===== config.mk =====
export PLATFORM = sky130hd
export DESIGN_NAME = gpio_bank_ctrl
export DESIGN_NICKNAME = d
export VERILOG_FILES = /design/src/rtl/gpio_bank_pkg.sv /design/src/rtl/gpio_sync2.sv /design/src/rtl/gpio_line_sense.sv /design/src/rtl/gpio_bank_ctrl.sv
export SDC_FILE = /design/constraint.sdc
export NUM_CORES = 1
export LEC_CHECK = 0
export ABC_AREA = 1
export ABC_CLOCK_PERIOD_IN_PS = 2700
export BUFFER_PORTS_ARGS = -buffer_cell sky130_fd_sc_hd__buf_2
export CAP_MARGIN = 25
export CELL_PAD_IN_SITES_DETAIL_PLACEMENT = 2
export CELL_PAD_IN_SITES_GLOBAL_PLACEMENT = 2
export CORE_MARGIN = 2
export CORE_UTILIZATION = 38
export CTS_CLUSTER_DIAMETER = 50
export DETAILED_ROUTE_END_ITERATION = 16
export GPL_ROUTABILITY_DRIVEN = 0
export MAX_ROUTING_LAYER = met4
export PLACE_DENSITY_LB_ADDON = 0.05
export SLEW_MARGIN = 20
export SYNTH_ARGS = -nofsm -noshare
export SYNTH_HDL_FRONTEND = slang
export SYNTH_HIERARCHICAL = 1
export SYNTH_SLANG_ARGS = --single-unit

===== constraint.sdc =====
create_clock -name clk -period 2.7 [get_ports clk]
set_clock_uncertainty 0.2 [all_clocks]
set_input_delay 0.135 -clock clk [delete_from_list [all_inputs] [get_ports clk]]
set_output_delay 0.135 -clock clk [all_outputs]
set_load 0.005 [all_outputs]

===== src/rtl/gpio_bank_pkg.sv =====
package gpio_bank_pkg;

    localparam int ADDR_W = 8;
    localparam int DATA_W = 32;

    localparam logic [ADDR_W-1:0] OFS_MODE   = 8'h00;
    localparam logic [ADDR_W-1:0] OFS_DIR    = 8'h04;
    localparam logic [ADDR_W-1:0] OFS_DOUT   = 8'h08;
    localparam logic [ADDR_W-1:0] OFS_DIN    = 8'h0C;
    localparam logic [ADDR_W-1:0] OFS_STAT   = 8'h10;
    localparam logic [ADDR_W-1:0] OFS_CLR    = 8'h14;
    localparam logic [ADDR_W-1:0] OFS_MASK   = 8'h18;
    localparam logic [ADDR_W-1:0] OFS_UNMASK = 8'h1C;
    localparam logic [ADDR_W-1:0] OFS_POL    = 8'h20;
    localparam logic [ADDR_W-1:0] OFS_EDGE   = 8'h24;
    localparam logic [ADDR_W-1:0] OFS_BOTH   = 8'h4C;

    typedef enum logic [3:0] {
        REG_NONE,
        REG_MODE,
        REG_DIR,
        REG_DOUT,
        REG_DIN,
        REG_STAT,
        REG_CLR,
        REG_MASK,
        REG_UNMASK,
        REG_POL,
        REG_EDGE,
        REG_BOTH
    } reg_sel_e;

    function automatic reg_sel_e decode_ofs(input logic [ADDR_W-1:0] a);
        reg_sel_e s;
        case (a)
            OFS_MODE:   s = REG_MODE;
            OFS_DIR:    s = REG_DIR;
            OFS_DOUT:   s = REG_DOUT;
            OFS_DIN:    s = REG_DIN;
            OFS_STAT:   s = REG_STAT;
            OFS_CLR:    s = REG_CLR;
            OFS_MASK:   s = REG_MASK;
            OFS_UNMASK: s = REG_UNMASK;
            OFS_POL:    s = REG_POL;
            OFS_EDGE:   s = REG_EDGE;
            OFS_BOTH:   s = REG_BOTH;
            default:    s = REG_NONE;
        endcase
        return s;
    endfunction

endpackage


===== src/rtl/gpio_sync2.sv =====
module gpio_sync2 #(
    parameter int W = 32
) (
    input  logic         clk,
    input  logic         rst_n,
    input  logic [W-1:0] d,
    output logic [W-1:0] q
);

    logic [W-1:0] meta_q;

    always_ff @(posedge clk or negedge rst_n) begin
        if (!rst_n) begin
            meta_q <= '0;
            q      <= '0;
        end else begin
            meta_q <= d;
            q      <= meta_q;
        end
    end

endmodule


===== src/rtl/gpio_line_sense.sv =====
module gpio_line_sense (
    input  logic clk,
    input  logic rst_n,
    input  logic lvl,
    input  logic irq_en,
    input  logic active_low,
    input  logic edge_mode,
    input  logic any_edge,
    input  logic clr,
    output logic stat
);

    logic prev_q;
    logic rise;
    logic fall;
    logic hit;
    logic stat_d;

    always_comb begin
        rise = lvl & ~prev_q;
        fall = ~lvl & prev_q;
        if (any_edge) begin
            hit = rise | fall;
        end else begin
            hit = active_low ? fall : rise;
        end

        if (!irq_en) begin
            stat_d = 1'b0;
        end else if (!edge_mode) begin
            stat_d = lvl ^ active_low;
        end else if (hit) begin
            stat_d = 1'b1;
        end else if (clr) begin
            stat_d = 1'b0;
        end else begin
            stat_d = stat;
        end
    end

    always_ff @(posedge clk or negedge rst_n) begin
        if (!rst_n) begin
            prev_q <= 1'b0;
            stat   <= 1'b0;
        end else begin
            prev_q <= lvl;
            stat   <= stat_d;
        end
    end

endmodule


===== src/rtl/gpio_bank_ctrl.sv =====
module gpio_bank_ctrl
    import gpio_bank_pkg::*;
#(
    parameter int LINES     = 32,
    parameter bit BOTH_EDGE = 1'b1
) (
    input  logic              clk,
    input  logic              rst_n,
    input  logic [ADDR_W-1:0] bus_addr,
    input  logic              bus_wr,
    input  logic [DATA_W-1:0] bus_wdata,
    output logic [DATA_W-1:0] bus_rdata,
    input  logic [LINES-1:0]  pin_in,
    output logic [LINES-1:0]  pin_out,
    output logic [LINES-1:0]  pin_oe,
    output logic              irq
);

    reg_sel_e         sel;
    logic [LINES-1:0] wd;
    logic [LINES-1:0] mode_q;
    logic [LINES-1:0] dir_q;
    logic [LINES-1:0] dout_q;
    logic [LINES-1:0] mask_q;
    logic [LINES-1:0] pol_q;
    logic [LINES-1:0] edge_q;
    logic [LINES-1:0] both_q;
    logic [LINES-1:0] din_sync;
    logic [LINES-1:0] stat_q;
    logic [LINES-1:0] clr_vec;
    logic [LINES-1:0] rd_vec;

    assign sel     = decode_ofs(bus_addr);
    assign wd      = bus_wdata[LINES-1:0];
    assign clr_vec = (bus_wr && sel == REG_CLR) ? wd : '0;

    always_ff @(posedge clk or negedge rst_n) begin
        if (!rst_n) begin
            mode_q <= '0;
            dir_q  <= '0;
            dout_q <= '0;
            mask_q <= '0;
            pol_q  <= '0;
            edge_q <= '0;
        end else if (bus_wr) begin
            unique case (sel)
                REG_MODE:   mode_q <= wd;
                REG_DIR:    dir_q  <= wd;
                REG_DOUT:   dout_q <= wd;
                REG_MASK:   mask_q <= mask_q & wd;
                REG_UNMASK: mask_q <= mask_q | wd;
                REG_POL:    pol_q  <= wd;
                REG_EDGE:   edge_q <= wd;
                default:    ;
            endcase
        end
    end

    generate
        if (BOTH_EDGE) begin : g_both
            always_ff @(posedge clk or negedge rst_n) begin
                if (!rst_n) begin
                    both_q <= '0;
                end else if (bus_wr && sel == REG_BOTH) begin
                    both_q <= wd;
                end
            end
        end else begin : g_no_both
            assign both_q = '0;
        end
    endgenerate

    gpio_sync2 #(.W(LINES)) u_sync (
        .clk   (clk),
        .rst_n (rst_n),
        .d     (pin_in),
        .q     (din_sync)
    );

    generate
        for (genvar i = 0; i < LINES; i++) begin : g_line
            gpio_line_sense u_sense (
                .clk        (clk),
                .rst_n      (rst_n),
                .lvl        (din_sync[i]),
                .irq_en     (mode_q[i]),
                .active_low (pol_q[i]),
                .edge_mode  (edge_q[i]),
                .any_edge   (both_q[i]),
                .clr        (clr_vec[i]),
                .stat       (stat_q[i])
            );
        end
    endgenerate

    always_comb begin
        unique case (sel)
            REG_MODE: rd_vec = mode_q;
            REG_DIR:  rd_vec = dir_q;
            REG_DOUT: rd_vec = dout_q;
            REG_DIN:  rd_vec = din_sync;
            REG_STAT: rd_vec = stat_q;
            REG_MASK: rd_vec = mask_q;
            REG_POL:  rd_vec = pol_q;
            REG_EDGE: rd_vec = edge_q;
            REG_BOTH: rd_vec = both_q;
            default:  rd_vec = '0;
        endcase
        bus_rdata            = '0;
        bus_rdata[LINES-1:0] = rd_vec;
    end

    assign pin_out = dout_q;
    assign pin_oe  = dir_q & ~mode_q;
    assign irq     = |(stat_q & mask_q);

endmodule


==> results.py, run 1 <==
metrics = {
    "run_status": {
        "outcome": "finished clean",
    },
    "pwr": {
        "ir_drop_mv": 0.4996,
        "p_leak_nw": 11.01,
        "intPower_w": 0.01053,
        "power.switching_w": 0.003597,
        "power_frac_comb_pct": 7.4,
        "switching_share_pct": 25.45,
        "p_clk_share_pct": 51.8,
        "power_w": 0.01413,
        "seqPwrFrac_pct": 40.8,
        "powerDensity_nw_per_um2": 640.7,
    },
    "clock_tree": {
        "cts_resized": 0,
        "cts_max_path_buffers": 3,
        "cts.clk_slew.worst_paths_ps": 60,
        "cts_setup_buffers": 0,
        "clk_latency_ps": 600,
        "ctsHtreeMaxLevel": 2,
        "cts_tree": "done",
        "cts_sinks": 352,
        "cts-root-buf": "clkbuf_16",
        "cts-buffers-inserted": 50,
    },
    "final_layout": {
        "fin_nets": 2702,
        "fin_area_sq_um": 22060,
        "drive_gt1_share_pct": 12.63,
        "n_fill_cell": 5083,
        "antenna_cells": 0,
        "synthToLayoutAreaGrowth_pct": 26.75,
    },
    "critical_path": {
        "required_ps": 2370,
        "r2r-start": "u_sync/q[21]",
        "endpoint_kind": "output port",
        "crit_fanout": 4,
        "crit_type": "flip-flop to output port",
        "ff2ff_path_depth": 7,
        "cp.arrival_ps": 2200,
        "setup.worst_path.start_class": "flip-flop",
        "r2r_setup_slack_ps": 1120,
        "startpoint": "mask_q[4]",
        "crit_end": "irq",
        "rr_endpoint": "g_line[21].u_sense/stat",
    },
    "placed_design": {
        "numPortBuffers": 171,
        "hpwl_um": 46300,
        "post-place-ws_ps": 287.9,
        "post_dp_cell_area_sq_um": 19140,
    },
    "grt": {
        "antenna_found_initial": 1,
        "first_global_vias": 19471,
        "grt_first_pass_wirelength_um": 117100,
        "grt_max_degree": 69,
        "grt.total_usage_pct": 33.59,
        "grt-ovfl-total": 0,
    },
    "detailed_routing": {
        "drc_errors": 0,
        "top_layer_used": "met4",
        "drt-pass1-iter-count": 5,
        "drt-met1-wl_um": 31310,
        "ant_nets": 0,
        "met2_length_um": 38400,
        "drt_iter0_drc": 994,
        "via_per_inst": 5.357,
        "drt_wl_total_um": 75710,
        "vias": 17163,
        "route.met3.wl_um": 3235,
        "routedWlPerCell_um": 23.63,
    },
    "logic_synthesis": {
        "yosys-top-cells-count": "nand2_1 (700), dfrtp_1 (352), inv_1 (298), o21ai_0 (259), nor2_1 (245)",
        "async_reset_ff_share_pct": 100.0,
        "syn_nets": 2408,
        "synth_cells": 2269,
        "syn_avg_cell_area_sq_um": 7.669,
        "ys_types": 26,
        "yosysSeqAreaShare_pct": 50.62,
        "ys.flop_type": "dfrtp_1",
        "synth_seq_cells": 352,
        "netlist_area_sq_um": 17400,
        "ys_warn_count": 6,
        "yosysTopAreaCell": "dfrtp_1",
        "synth.top_cell.area_share_pct": 50.62,
        "netlist_top_cells_area": "dfrtp_1 (51%), nand2_1 (15%), o21ai_0 (7.4%), inv_1 (6.4%), nor2_1 (5.3%)",
        "synth_edf_count": 0,
        "synth_most_common_cell": "nand2_1",
    },
    "floorplanning": {
        "die_height_um": 218.0,
        "die_area_sq_um": 47520,
        "fp.coreArea_sq_um": 45280,
        "boundaryPins": 172,
        "initial_core_util_pct": 38.43,
        "die_w_um": 218.0,
        "fp-row-count": 78,
    },
    "timing": {
        "min_period_over_period_pct": 93.92,
        "finalSetupTns_ps": 0,
        "whs_ps": 18.83,
        "period_needed_ps": 2536,
        "tightest_slew_ps": 710.1,
        "finalHoldViolations": 0,
        "fmax_mhz": 394.3,
        "slew_headroom_pct": 52.66,
        "worst_slack_ps": 164.1,
        "rsz0062_at_grt": "false",
        "slew_violations": 0,
        "setup-violations-final": 0,
    },
    "run": {
        "cap_violations": 0,
    },
    "worst_hold_path": {
        "min_path_type": "input port to async pin",
    },
}
[worst min-delay path by stage]
stage                    start                 to  slack, ps  depth (start not counted)
floorplan                rst_n          both_q[0]       -360                          0
global placement         rst_n          pol_q[31]       -100                          1
detailed placement       rst_n          pol_q[31]       -100                          1
CTS                      rst_n         mode_q[25]          1                          3
global route        pin_in[22]  u_sync/meta_q[22]         20                          2
finish                   rst_n         mode_q[25]         20                          3
[logic make-up (layout without fill, tap and decap cells)]
group / count (synthesis) / in the layout / synth area share, %
compound gates: 347 / 347 / 10.16
fa+ha+maj: 64 / 64 / 4.602
simple gates: 1123 / 1123 / 26.03
buf+inv: 383 / 718 / 8.592
flops: 352 / 352 / 50.62
[cells in the final DEF (no fill, tap or decap), drive strengths merged]
cell / count
buf: 215
nor4: 1
nand4: 39
o21ai: 282
ha: 64
inv: 306
nor3: 2
nor2: 251
nand3: 123
bufinv: 10
o22ai: 14
dfrtp: 352
clkinv: 11
nand2: 707
clkinvlp: 4
a221oi: 2
a21boi: 1
clkbuf: 66
a21oi: 48
dlygate4sd3: 106
[routing by layer]
| metal | vias up | GRT usage, % |
|---|---|---|
| met5 | - | - |
| met4 | 0 | 12.61 |
| met3 | 164 | 4.310 |
| met2 | 410 | 57.96 |
| met1 | 8871 | 40.06 |
| li1 | 7718 | - |
[flip-flops by register name (all words and copies together), names as in the netlist]
signal                 count
both_q                    32
dir_q                     32
edge_q                    32
g_line.u_sense/prev_q     32
g_line.u_sense/stat       32
mask_q                    32
mode_q                    32
pin_out                   32
pol_q                     32
u_sync/meta_q             32
u_sync/q                  32
[cell type report]
cell class,instances,area (sq um),share of cell area [%]
clock inverters,27,432.9,1.963
repair buffers,321,2370,10.74
well taps,600,750.7,3.403
flip-flops and latches,352,8808,39.93
inverters,304,1141,5.173
clock buffers,66,1401,6.353
multi-input cells,1534,7153,32.43
[power by group through the flow]
stage	registers [W]	clock network, W	logic, W
after floorplan	0.00576	0	0.000455
after global placement	0.00583	0	0.000831
after detailed placement	0.00585	0	0.000894
after CTS	0.00576	0.00740	0.00103
after global routing	0.00580	0.00762	0.00118
final	0.00577	0.00732	0.00104
[worst max-delay path: stages, from the launching register on]
cell      delay [ps]
dfrtp_1          410
nand2_1          130
nand2_1          160
a221oi_1         390
nand4_1          290
buf_2            220
[timing repair]
action | 4_1_cts | 5_1_grt
endpoints found under the setup margin | 0 | 0
hold buffers | 107 | 0
endpoints found under the hold margin | 609 | 0
[through the flow]
| step | std cells | util (%) |
|---|---|---|
| 5_1_grt | 3204 | 48.71 |
| 2_1_floorplan | 2269 | - |
| 3_3_place_gp | 3004 | 42.27 |
| 4_1_cts | 3204 | 48.71 |
| 6_report | 3204 | 48.71 |
| 3_5_place_dp | 3004 | 42.27 |
Power figures use the tool's default switching activity.
==> run 2: changes to the inputs <==
- GPL_TIMING_DRIVEN: default -> 0
==> run 2 against run 1 <==
Sequential power about the same; maximum frequency decreased by 4.1%; critical path depth increased by 5; power decreased by 0.35%; final area about the same; first-iteration DRC count increased by 25%; sequential cell count unchanged.
==> results.py, run 2 (synthesized netlist as in run 1, its figures left out) <==
metrics = {
    "critical_path": {
        "ff2ff_path_depth": 7,
        "path_cells": "buf_2 > inv_2 > nand2_1 > nor2_1 > nand2_1 > clkbuf_1 > o21ai_0 > nor2_1 > nand4_1 > buf_2",
        "crit_end": "bus_rdata[26]",
        "setup.worst_path.start_class": "input port",
        "crit_fanout": 10,
        "rr_endpoint": "g_line[5].u_sense/stat",
        "startpoint": "bus_addr[5]",
        "r2r_setup_slack_ps": 1120,
        "cp.arrival_ps": 2310,
        "crit_path_max_incr_delay_ps": 420,
        "crit_type": "input port to output port",
        "critical_path.slowest_cell": "clkbuf_1",
        "required_ps": 2370,
        "endpoint_kind": "output port",
        "r2r-start": "u_sync/q[5]",
    },
    "grt": {
        "grt_max_degree": 96,
        "antenna_found_initial": 1,
        "grt.busiest_layer": "met2",
        "first_global_vias": 20220,
        "use_met2_pct": 63.21,
        "grt.total_usage_pct": 37.43,
        "use_met1_pct": 44.46,
        "use_met3_pct": 5.132,
        "grt-ovfl-total": 0,
        "grt_first_pass_wirelength_um": 127900,
    },
    "final_layout": {
        "instances_no_fill": 3243,
        "fin_area_sq_um": 22070,
        "fin_nets": 2742,
        "final_common_cell": "nand2_1",
        "n_fill_cell": 5079,
        "synthToLayoutAreaGrowth_pct": 26.80,
        "drive_gt1_share_pct": 12.26,
        "final_cell_mix": "nand2_1 (700), dfrtp_1 (352), inv_1 (297), o21ai_0 (259), nor2_1 (241)",
        "ff_latch_area_sq_um": 8808,
        "multi_input_area_sq_um": 7123,
    },
    "placed_design": {
        "post_dp_cell_area_sq_um": 19170,
        "place_inst": 3047,
        "numPortBuffers": 171,
        "hpwl_um": 53580,
    },
    "floorplanning": {
        "initial_core_util_pct": 38.43,
        "die_area_sq_um": 47520,
        "boundaryPins": 172,
        "die_height_um": 218.0,
        "fp-row-count": 78,
        "fp.coreArea_sq_um": 45280,
        "die_w_um": 218.0,
    },
    "pwr": {
        "p_leak_nw": 11.07,
        "powerDensity_nw_per_um2": 638.2,
        "ir_drop_mv": 0.4286,
    },
    "detailed_routing": {
        "drt-pass1-iter-count": 5,
        "drt_iter0_drc": 1246,
        "drc_errors": 0,
        "routedWlPerCell_um": 26.23,
        "via_per_inst": 5.553,
        "ant_nets": 0,
        "vias": 18007,
        "drt_wl_total_um": 85070,
    },
    "clock_tree": {
        "cts_tree": "done",
        "ctsHtreeMaxLevel": 2,
        "clk_latency_ps": 600,
        "cts_setup_buffers": 0,
        "cts-buffers-inserted": 52,
        "cts-root-buf": "clkbuf_16",
        "cts_sinks": 352,
        "cts.clk_slew.worst_paths_ps": 60,
        "cts_max_path_buffers": 3,
    },
    "timing": {
        "min_period_over_period_pct": 97.94,
        "tightest_slew_ps": 1155,
        "fmax_mhz": 378.2,
        "period_needed_ps": 2644,
        "slew_violations": 0,
        "rsz0062_at_grt": "true",
        "slew_headroom_pct": 22.99,
        "finalHoldViolations": 0,
        "setup-violations-final": 0,
    },
    "run": {
        "cap_violations": 0,
    },
    "worst_hold_path": {
        "min_path_type": "input port to flip-flop",
    },
    "run_status": {
        "outcome": "finished clean",
    },
}
run 2: cell types whose count changed in the layout (fill, tap and decap cells not counted), moves of 5 or more:
cell      before  now
clkbuf_1       7   50
clkbuf_2       0   10
buf_4         35    6
buf_2        170  183
nand2_2       10    5
buf_12         9    0
buf_16         0    5
buf_6          0    7
run 2: cell type report:
type	instances	area share [%]
clock inverters	24	1.474
diodes	1	0.01134
inverters	304	5.177
well taps	600	3.402
repair buffers	281	9.345
plain buffers	78	1.746
flip-flops and latches	352	39.92
clock buffers	69	6.646
multi-input cells	1534	32.28
run 2: report_power, final:
group	switching, W	internal (W)	leakage [nW]	total [W]
logic	0.000666	0.000400	5.59	0.00107
registers	0.000263	0.00552	4.60	0.00578
clock network	0.00276	0.00448	0.877	0.00724
total	0.00369	0.0104	11.1	0.0141
run 2: repair_timing:
action,4_1_cts,5_1_grt
resized for setup,17,19
endpoints found under the hold margin,484,0
setup endpoints to repair,32,26
hold buffers,103,0
run 2: worst min-delay path by stage:
stage | start | to | slack (ps) | cells past startpoint
floorplan | rst_n | both_q[0] | -360 | 0
global placement | pin_in[21] | u_sync/meta_q[21] | 40 | 1
detailed placement | rst_n | u_sync/meta_q[31] | -120 | 1
CTS | bus_addr[0] | mask_q[0] | 70 | 6
global route | u_sync/meta_q[18] | u_sync/q[18] | 160 | 0
finish | bus_addr[0] | pin_out[31] | 120 | 9
run 2: routing by layer:
layer	vias to the layer above	part of all wire, %
li1	7796	-
met1	9387	41
met2	590	50
met3	234	4.8
met4	0	4.7
met5	-	0
run 2: worst max-delay path: cells and delay by family:
family | cells | cell delay [ps]
simple gates | 5 | 960
compound gates | 1 | 400
buf+inv | 4 | 790
run 2: per-stage QoR:
stage / utilization (%) / setup slack, ps / TNS [ps] / hold slack (ps) / total power, W
finish: 48.73 / 55.61 / 0 / 121.8 / 0.01408
global route: 48.73 / -23.40 / -23.40 / 156.3 / 0.01450
CTS: 48.67 / 9.650 / 0 / 70.36 / 0.01406
detailed placement: 42.32 / -497.0 / -28050 / -119.2 / 0.006739
global placement: 41.98 / -6051 / -2134550 / 42.13 / 0.006639
floorplan: - / 1099 / 0 / -360.6 / 0.006215
==> run 3: changes to the inputs <==
- PLACE_DENSITY_LB_ADDON: 0.05 -> 0.1
==> run 3 against run 2 <==
Critical path depth did not move; clock-buffer cell count fell by 2; hold slack got worse by 99 ps; sequential share of layout area rose by 0.11 points; utilization fell by 0.13 points; first-iteration DRC count rose by 3.0%; non-clock buffer count fell by 2; critical path type unchanged; clock power barely moved; via count rose by 1.3%; worst setup slack got worse by 44 ps.
==> results.py, run 3 (synthesized netlist as in run 1, its figures left out) <==
metrics = {
    "placed_design": {
        "hpwl_um": 52800,
        "place_inst": 3044,
        "numPortBuffers": 171,
        "post_dp_cell_area_sq_um": 19130,
    },
    "critical_path": {
        "crit_fanout": 10,
        "ff2ff_path_depth": 7,
        "crit_type": "input port to output port",
        "path_cells": "buf_2 > nor2_1 > nand2_1 > nor2_2 > clkbuf_2 > nand2_1 > o21ai_0 > nor2_1 > nand4_1 > buf_2",
        "critical_path.top_delay_family": "simple AND/OR/NAND/NOR gates",
        "setup.worst_path.start_class": "input port",
        "cp.depth": 10,
        "crit_buf_inv": 3,
        "crit_path_max_incr_delay_ps": 560,
        "cp.arrival_ps": 2350,
        "r2r_setup_slack_ps": 1020,
        "critical_path.slowest_cell": "clkbuf_2",
        "endpoint_kind": "output port",
        "required_ps": 2370,
    },
    "clock_tree": {
        "cts-root-buf": "clkbuf_16",
        "clk_latency_ps": 620,
        "ctsHtreeMaxLevel": 2,
        "cts_max_path_buffers": 3,
        "cts_tree": "done",
        "cts.clk_slew.worst_paths_ps": 50,
        "cts-buffers-inserted": 51,
        "cts_sinks": 352,
    },
    "timing": {
        "min_period_over_period_pct": 99.55,
        "setup-violations-final": 0,
        "slew_violations": 0,
        "period_needed_ps": 2688,
        "tightest_slew_ps": 1039,
        "fmax_mhz": 372.0,
        "slew_headroom_pct": 30.71,
        "rsz0062_at_grt": "false",
        "finalHoldViolations": 0,
    },
    "worst_hold_path": {
        "min_path_type": "input port to flip-flop",
        "hold_depth": 8,
    },
    "floorplanning": {
        "die_height_um": 218.0,
        "boundaryPins": 172,
        "die_w_um": 218.0,
        "fp-row-count": 78,
        "fp.coreArea_sq_um": 45280,
        "initial_core_util_pct": 38.43,
        "die_area_sq_um": 47520,
    },
    "pwr": {
        "ir_drop_mv": 0.4724,
        "p_leak_nw": 11.02,
        "powerDensity_nw_per_um2": 642.4,
    },
    "grt": {
        "first_global_vias": 20607,
        "grt-ovfl-total": 0,
        "grt_first_pass_wirelength_um": 132700,
        "antenna_found_initial": 2,
        "grt_max_degree": 87,
        "grt.total_usage_pct": 38.89,
    },
    "detailed_routing": {
        "via_per_inst": 5.630,
        "ant_nets": 0,
        "routedWlPerCell_um": 27.51,
        "drt_iter0_drc": 1284,
        "drt-pass1-iter-count": 5,
        "drc_errors": 0,
        "drt_wl_total_um": 89130,
        "vias": 18242,
    },
    "final_layout": {
        "final_cell_mix": "nand2_1 (700), dfrtp_1 (352), inv_1 (297), o21ai_0 (259), nor2_1 (242)",
        "instances_no_fill": 3240,
        "final_common_cell": "nand2_1",
        "drive_gt1_share_pct": 12.43,
        "synthToLayoutAreaGrowth_pct": 26.46,
        "fin_area_sq_um": 22010,
        "fin_nets": 2739,
    },
    "run_status": {
        "outcome": "finished clean",
    },
    "run": {
        "cap_violations": 0,
    },
}
-- run 3: cell count changes in the layout (fill, tap and decap cells not counted), sizes merged --
cell         before  now
clkinvlp          3    8
dlygate4sd3     102   98
clkinv           11    9
inv             307  305
buf             204  205
clkbuf          122  121
-- run 3: final timing paths --
kind / start / endpoint
setup reg to reg: u_sync/q[29] / g_line[29].u_sense/stat
hold / removal: bus_addr[0] / pin_out[0]
setup / recovery: bus_addr[6] / bus_rdata[13]
max in group asynchronous: rst_n / g_line[17].u_sense/prev_q
min in group asynchronous: rst_n / u_sync/q[29]
hold reg to reg: u_sync/meta_q[17] / u_sync/q[17]
-- run 3: through the flow --
step                total power [W]  setup slack, ps  setup TNS, ps  utilization [%]  hold WS [ps]
floorplan                  0.006215             1099              0                -        -360.6
global placement           0.006632            -5987       -2121600            41.98         42.21
detailed placement         0.006739           -547.9         -32670            42.25        0.9853
CTS                         0.01397            5.003              0            48.46         4.829
global route                0.01453            9.861              0            48.60         8.119
finish                      0.01414            12.11              0            48.60         22.48
-- run 3: worst min-delay path, delay by kind of cell --
kind | cells | cell delay [ps]
buffers and inverters | 1 | 120
and+or+nand+nor | 7 | 510
-- run 3: area by class of cell --
cell class / count / area [sq um]
fill: 5114 / 23280
sequential: 352 / 8808
multi-input combinational: 1534 / 7116
timing repair buffer: 278 / 2011
clock buffer: 67 / 1446
inverter: 304 / 1145
tap: 600 / 750.7
buffer: 79 / 390.4
clock inverter: 25 / 336.6
antenna: 1 / 2.502
-- run 3: report_power, final --
group | leakage, nW | total (W) | internal, W | switching, W
clock network | 0.858 | 0.00725 | 0.00444 | 0.00282
registers | 4.60 | 0.00579 | 0.00552 | 0.000275
logic | 5.56 | 0.00109 | 0.000399 | 0.000694
-- run 3: routing by layer --
metal	global-route usage (%)	share of wire, %	wire length [um]	vias to the layer above
li1	-	-	-	7778
met1	45.05	39	35200	9461
met2	65.34	49	43770	704
met3	5.649	5.4	4827	299
met4	20.70	6.0	5326	0
met5	-	0	0	-
-- run 3: timing repair --
| action | CTS | global route |
|---|---|---|
| hold buffers | 99 | 0 |
| endpoints found under the setup margin | 32 | 25 |
| resized for setup | 16 | 14 |
| hold endpoints to repair | 555 | 0 |
| pin swaps | 0 | 0 |
| setup buffers | 0 | 3 |
